$ cat src/rtl/booth3_sd_pkg.sv
package booth3_sd_pkg;
  typedef enum logic [2:0] {
    MAG_ZERO  = 3'd0,
    MAG_ONE   = 3'd1,
    MAG_TWO   = 3'd2,
    MAG_THREE = 3'd3,
    MAG_FOUR  = 3'd4
  } mag_e;

  typedef struct packed {
    logic negate;
    mag_e mag;
  } pick_t;
endpackage

$ cat src/rtl/booth3_slice_decode.sv
module booth3_slice_decode
  import booth3_sd_pkg::*;
(
  input  logic [3:0] slice,
  output pick_t      pick
);
  logic [2:0] up_sum;
  logic [2:0] low_mag;

  always_comb begin
    up_sum  = {1'b0, slice[2], 1'b0} + {2'b0, slice[1]} + {2'b0, slice[0]};
    low_mag = 3'd4 - up_sum;
    if (!slice[3]) begin
      pick.negate = 1'b0;
      pick.mag    = mag_e'(up_sum);
    end else if (up_sum == 3'd4) begin
      pick.negate = 1'b0;
      pick.mag    = MAG_ZERO;
    end else begin
      pick.negate = 1'b1;
      pick.mag    = mag_e'(low_mag);
    end
  end
endmodule

$ cat src/rtl/booth3_mult_route.sv
module booth3_mult_route
  import booth3_sd_pkg::*;
#(
  parameter int MCAND_W = 16,
  localparam int PP_W   = MCAND_W + 3
) (
  input  logic [MCAND_W-1:0] mcand,
  input  pick_t              pick,
  output logic [PP_W-1:0]    plus,
  output logic [PP_W-1:0]    minus
);
  logic [PP_W-1:0] m1, m2, m4;
  logic [PP_W-1:0] pos_mag, neg_mag;

  assign m1 = PP_W'(mcand);
  assign m2 = m1 << 1;
  assign m4 = m1 << 2;

  always_comb begin
    pos_mag = '0;
    neg_mag = '0;
    unique case (pick.mag)
      MAG_ONE:   pos_mag = m1;
      MAG_TWO:   pos_mag = m2;
      MAG_THREE: begin
        pos_mag = m4;
        neg_mag = m1;
      end
      MAG_FOUR:  pos_mag = m4;
      default:   pos_mag = '0;
    endcase
  end

  for (genvar b = 0; b < PP_W; b++) begin : g_swap
    assign plus[b]  = pick.negate ? neg_mag[b] : pos_mag[b];
    assign minus[b] = pick.negate ? pos_mag[b] : neg_mag[b];
  end
endmodule

$ cat src/rtl/sd_stream_reg.sv
module sd_stream_reg #(
  parameter int DATA_W = 19
) (
  input  logic              clk,
  input  logic              rst_n,
  input  logic              in_valid,
  output logic              in_ready,
  input  logic [DATA_W-1:0] in_plus,
  input  logic [DATA_W-1:0] in_minus,
  output logic              out_valid,
  input  logic              out_ready,
  output logic [DATA_W-1:0] out_plus,
  output logic [DATA_W-1:0] out_minus
);
  assign in_ready = !out_valid || out_ready;

  always_ff @(posedge clk or negedge rst_n) begin
    if (!rst_n) begin
      out_valid <= 1'b0;
      out_plus  <= '0;
      out_minus <= '0;
    end else if (in_ready) begin
      out_valid <= in_valid;
      if (in_valid) begin
        out_plus  <= in_plus;
        out_minus <= in_minus;
      end
    end
  end
endmodule

$ cat src/rtl/booth3_sd_ppgen.sv
module booth3_sd_ppgen
  import booth3_sd_pkg::*;
#(
  parameter int MCAND_W = 16,
  localparam int PP_W   = MCAND_W + 3
) (
  input  logic               clk,
  input  logic               rst_n,
  input  logic               up_valid,
  output logic               up_ready,
  input  logic [MCAND_W-1:0] up_mcand,
  input  logic [3:0]         up_slice,
  output logic               dn_valid,
  input  logic               dn_ready,
  output logic [PP_W-1:0]    dn_plus,
  output logic [PP_W-1:0]    dn_minus
);
  pick_t           pick;
  logic [PP_W-1:0] c_plus, c_minus;

  booth3_slice_decode dec_i (
    .slice (up_slice),
    .pick  (pick)
  );

  booth3_mult_route #(.MCAND_W(MCAND_W)) route_i (
    .mcand (up_mcand),
    .pick  (pick),
    .plus  (c_plus),
    .minus (c_minus)
  );

  sd_stream_reg #(.DATA_W(PP_W)) out_i (
    .clk       (clk),
    .rst_n     (rst_n),
    .in_valid  (up_valid),
    .in_ready  (up_ready),
    .in_plus   (c_plus),
    .in_minus  (c_minus),
    .out_valid (dn_valid),
    .out_ready (dn_ready),
    .out_plus  (dn_plus),
    .out_minus (dn_minus)
  );
endmodule

$ cat config.mk
export PLATFORM = sky130hd
export DESIGN_NAME = booth3_sd_ppgen
export DESIGN_NICKNAME = d
export VERILOG_FILES = /design/src/rtl/booth3_sd_pkg.sv /design/src/rtl/booth3_slice_decode.sv /design/src/rtl/booth3_mult_route.sv /design/src/rtl/sd_stream_reg.sv /design/src/rtl/booth3_sd_ppgen.sv
export SDC_FILE = /design/constraint.sdc
export NUM_CORES = 1
export LEC_CHECK = 0
export ABC_CLOCK_PERIOD_IN_PS = 3000
export BUFFER_PORTS_ARGS = -buffer_cell sky130_fd_sc_hd__buf_2
export CAP_MARGIN = 20
export CORE_MARGIN = 2
export CORE_UTILIZATION = 59
export CTS_CLUSTER_DIAMETER = 150
export DETAILED_ROUTE_END_ITERATION = 16
export HOLD_SLACK_MARGIN = 0.03
export PLACE_DENSITY = 0.88
export SETUP_SLACK_MARGIN = 0.5
export SYNTH_ARGS = -nofsm -noshare
export SYNTH_HDL_FRONTEND = slang
export SYNTH_HIERARCHICAL = 1
export SYNTH_SLANG_ARGS = --single-unit
$ cat constraint.sdc
create_clock -name clk -period 3 [get_ports clk]
set_clock_uncertainty 0.05 [all_clocks]
set_input_delay 0.6 -clock clk [delete_from_list [all_inputs] [get_ports clk]]
set_output_delay 0.6 -clock clk [all_outputs]
set_load 0.005 [all_outputs]
==> results.cfg <==
[run_status]
status = finished clean

[sta]
drv_slew = 0
min_period_ns = 2.59
max_slew.worst_pin.slew_ns = 0.876
fin_crit_sh = 0.864
hold_viol = 0
slew_headroom = 0.416
fin_setup_tns_ns = 0
holdWs_ns = 0.363
setup_ws_ns = 0.409
rsz0062_at_grt = true
setup_viol = 0
max_freq_mhz = 386

[logic_synthesis]
async_flop_share = 1.00
yosysMostFrequentCell = dfrtp_1
yosys_warnings = 6
syn_area_um2 = 2900
synth.area.top_cells = dfrtp_1 34%, mux2_2 12%, mux2_4 11%
syn_area_per_cell_um2 = 11.3
yosysTopAreaCell = dfrtp_1
ys_ff_latch = 39
synth_top_area_share = 0.336
ys_seq_area_frac = 0.336
ys_types = 39
synth_edf_count = 0
synth-main-ff-cell = dfrtp_1
synth_common_cells = 39 x dfrtp_1, 30 x mux2_2, 27 x nand3_1
syn_inst = 257

[pwr]
pwr-share-clk = 0.237
p_per_area_nw_per_um2 = 521
p_switching_uw = 598
leakage_uw = 0.00177
intPower_uw = 1320
power_frac_seq = 0.350
peakVddDrop_mv = 0.357
swShare = 0.312
combPwrFrac = 0.412
total_power_uw = 1920

[min_path]
hold_class = primary input to asynchronous set/reset pin

[worst_setup_path]
crit_path_top_delay_cell = ha_4
worstPathArrival_ns = 2.72
path_cells = buf_8 > ha_4 > xnor2_4 > and2b_2 > ha_4 > mux2_4 > buf_6 > and4bb_2 > a211oi_2 > o21ai_1 > mux2_4
critPathRequiredTime_ns = 3.13
crit_fanout = 6
cp-end-kind = flip-flop
crit_buf_inv = 2
cp_top_family = multiplexers
cp-start-kind = primary input
path_class = primary input to flip-flop
max_stage_delay_ns = 0.28

[final_layout]
nNetsFinal = 349
drive_above_1_share = 0.578
diodes = 0
multi_input_area_um2 = 1960
area_delta_synth_final_pct = 27.1
fillCellCount = 293
seq_area_um2 = 976
utilization = 0.781

[floorplanning]
die_area_um2 = 5490
start_util = 0.614
chipHeight_um = 74.1
core_area_um2 = 4720
core.rowCount = 25
dieWidth_um = 74.1
pin_count = 64

[routing]
antenna_left = 0
drt-wirelength-per-cell_um = 19.8
drt-pass1-iter-count = 5
drc = 0
dr.first_iter.drc_count = 240
via_per_inst = 6.52
wirelength_um = 7700
via_count = 2535

[clock_network]
clk_pin_slew_ns = 0.08
cts_root_buffer = clkbuf_8
cts_buffer_depth = 2
cts_inserted_buffers = 5
clk_latency_ns = 0.30
htreeDepth = 2
cts.sink_count = 39
cts_tree = built

[global_routing]
grt.overflow.total = 0
grt_start_max_net_pins = 40
first_global_vias = 2354
track_usage = 0.276
grt_pass1_wl_um = 11600
antenna_found_initial = 0

[placement]
dpl.hpwl_um = 4360
place_ws_ns = 0.0243
routabilityCongestion = 0.778
port-buffer-count = 63

[flow_run]
cap_violations = 0
## worst register-to-register path, stage by stage, from the launching register on
cell      delay [ns]
dfrtp_1         0.39
nand2b_4        0.07
nand2_2         0.23
buf_4           0.34
mux2_2          0.38
## power by group through the flow
stage                     clock, µW  sequential, µW  combinational, µW
after floorplan                   0             685                468
after global placement            0             675                643
after detailed placement          0             681                666
after CTS                       462             673                743
after global routing            486             684                843
final                           456             672                792
## kinds of logic after synthesis
| group | Yosys count | share of synthesized area |
|---|---|---|
| other | 1 | 0.00129 |
| DFF | 39 | 0.336 |
| xor gates and xnor gates | 3 | 0.00906 |
| buffers and inverters | 31 | 0.0664 |
| adders and majority gates | 4 | 0.0172 |
| and+or+nand+nor | 79 | 0.216 |
| muxes | 54 | 0.236 |
| AOI/OAI and AO/OA | 46 | 0.117 |
## area by class of cell
cell class | count | share of cell area
clock inverters | 2 | 0.00950
clock buffers | 6 | 0.0224
inverters | 2 | 0.00204
flip-flops and latches | 39 | 0.265
well taps | 67 | 0.0227
multi-input cells | 191 | 0.532
repair buffers | 82 | 0.147
## metrics by stage
step	cells	instance area, µm²
after floorplan	258	3030
after global placement	370	3330
after detailed placement	370	3330
after CTS	386	3630
after global routing	389	3690
final	389	3690
## final timing paths
check	cells after the start	slack (ns)	to	from
max	11	0.41	out_i/out_plus[2]	up_slice[1]
min	1	0.36	out_i/out_plus[17]	rst_n
max reg2reg	4	1.42	out_i/out_minus[7]	out_i/out_valid
min in group clk	1	0.46	out_i/out_minus[4]	out_i/out_minus[4]
max in group asynchronous	1	1.97	out_i/out_plus[9]	rst_n
min reg2reg	1	0.46	out_i/out_minus[4]	out_i/out_minus[4]
## what timing repair did
action	4_1_cts	5_1_grt
setup endpoints to repair	32	31
resized for setup	17	6
hold buffers	0	0
cloned	4	1
pin swaps	9	4
setup buffers	4	2
hold endpoints to repair	0	0
## routing by layer
metal | up-vias | wire length (µm) | GRT usage
li1 | 1095 | - | -
met1 | 1274 | 3160 | 0.367
met2 | 141 | 3830 | 0.443
met3 | 25 | 496 | 0.0474
met4 | 0 | 208 | 0.125
met5 | - | 0 | 0
## state kept, by name, summed over array words and instances, names as in the netlist
signal and flops:
out_i/out_valid 1, out_i/out_minus 19, out_i/out_plus 19
## placed cells by master (no fill, tap or decap), drive strengths merged, types with 2 or more instances in the layout
cell type	Yosys	routed
dfrtp	39	39
conb	1	2
a211oi	14	14
nand2b	3	3
and3b	3	3
ha	4	4
nand2	4	4
buf	19	80
mux2	53	55
and4bb	19	19
and2b	2	3
inv	2	2
nor2	5	5
xnor2	2	2
o21ai	30	30
nor4bb	10	10
nand3	27	27
clkbuf	10	7
Note: power is estimated with default switching activity, not from simulation.
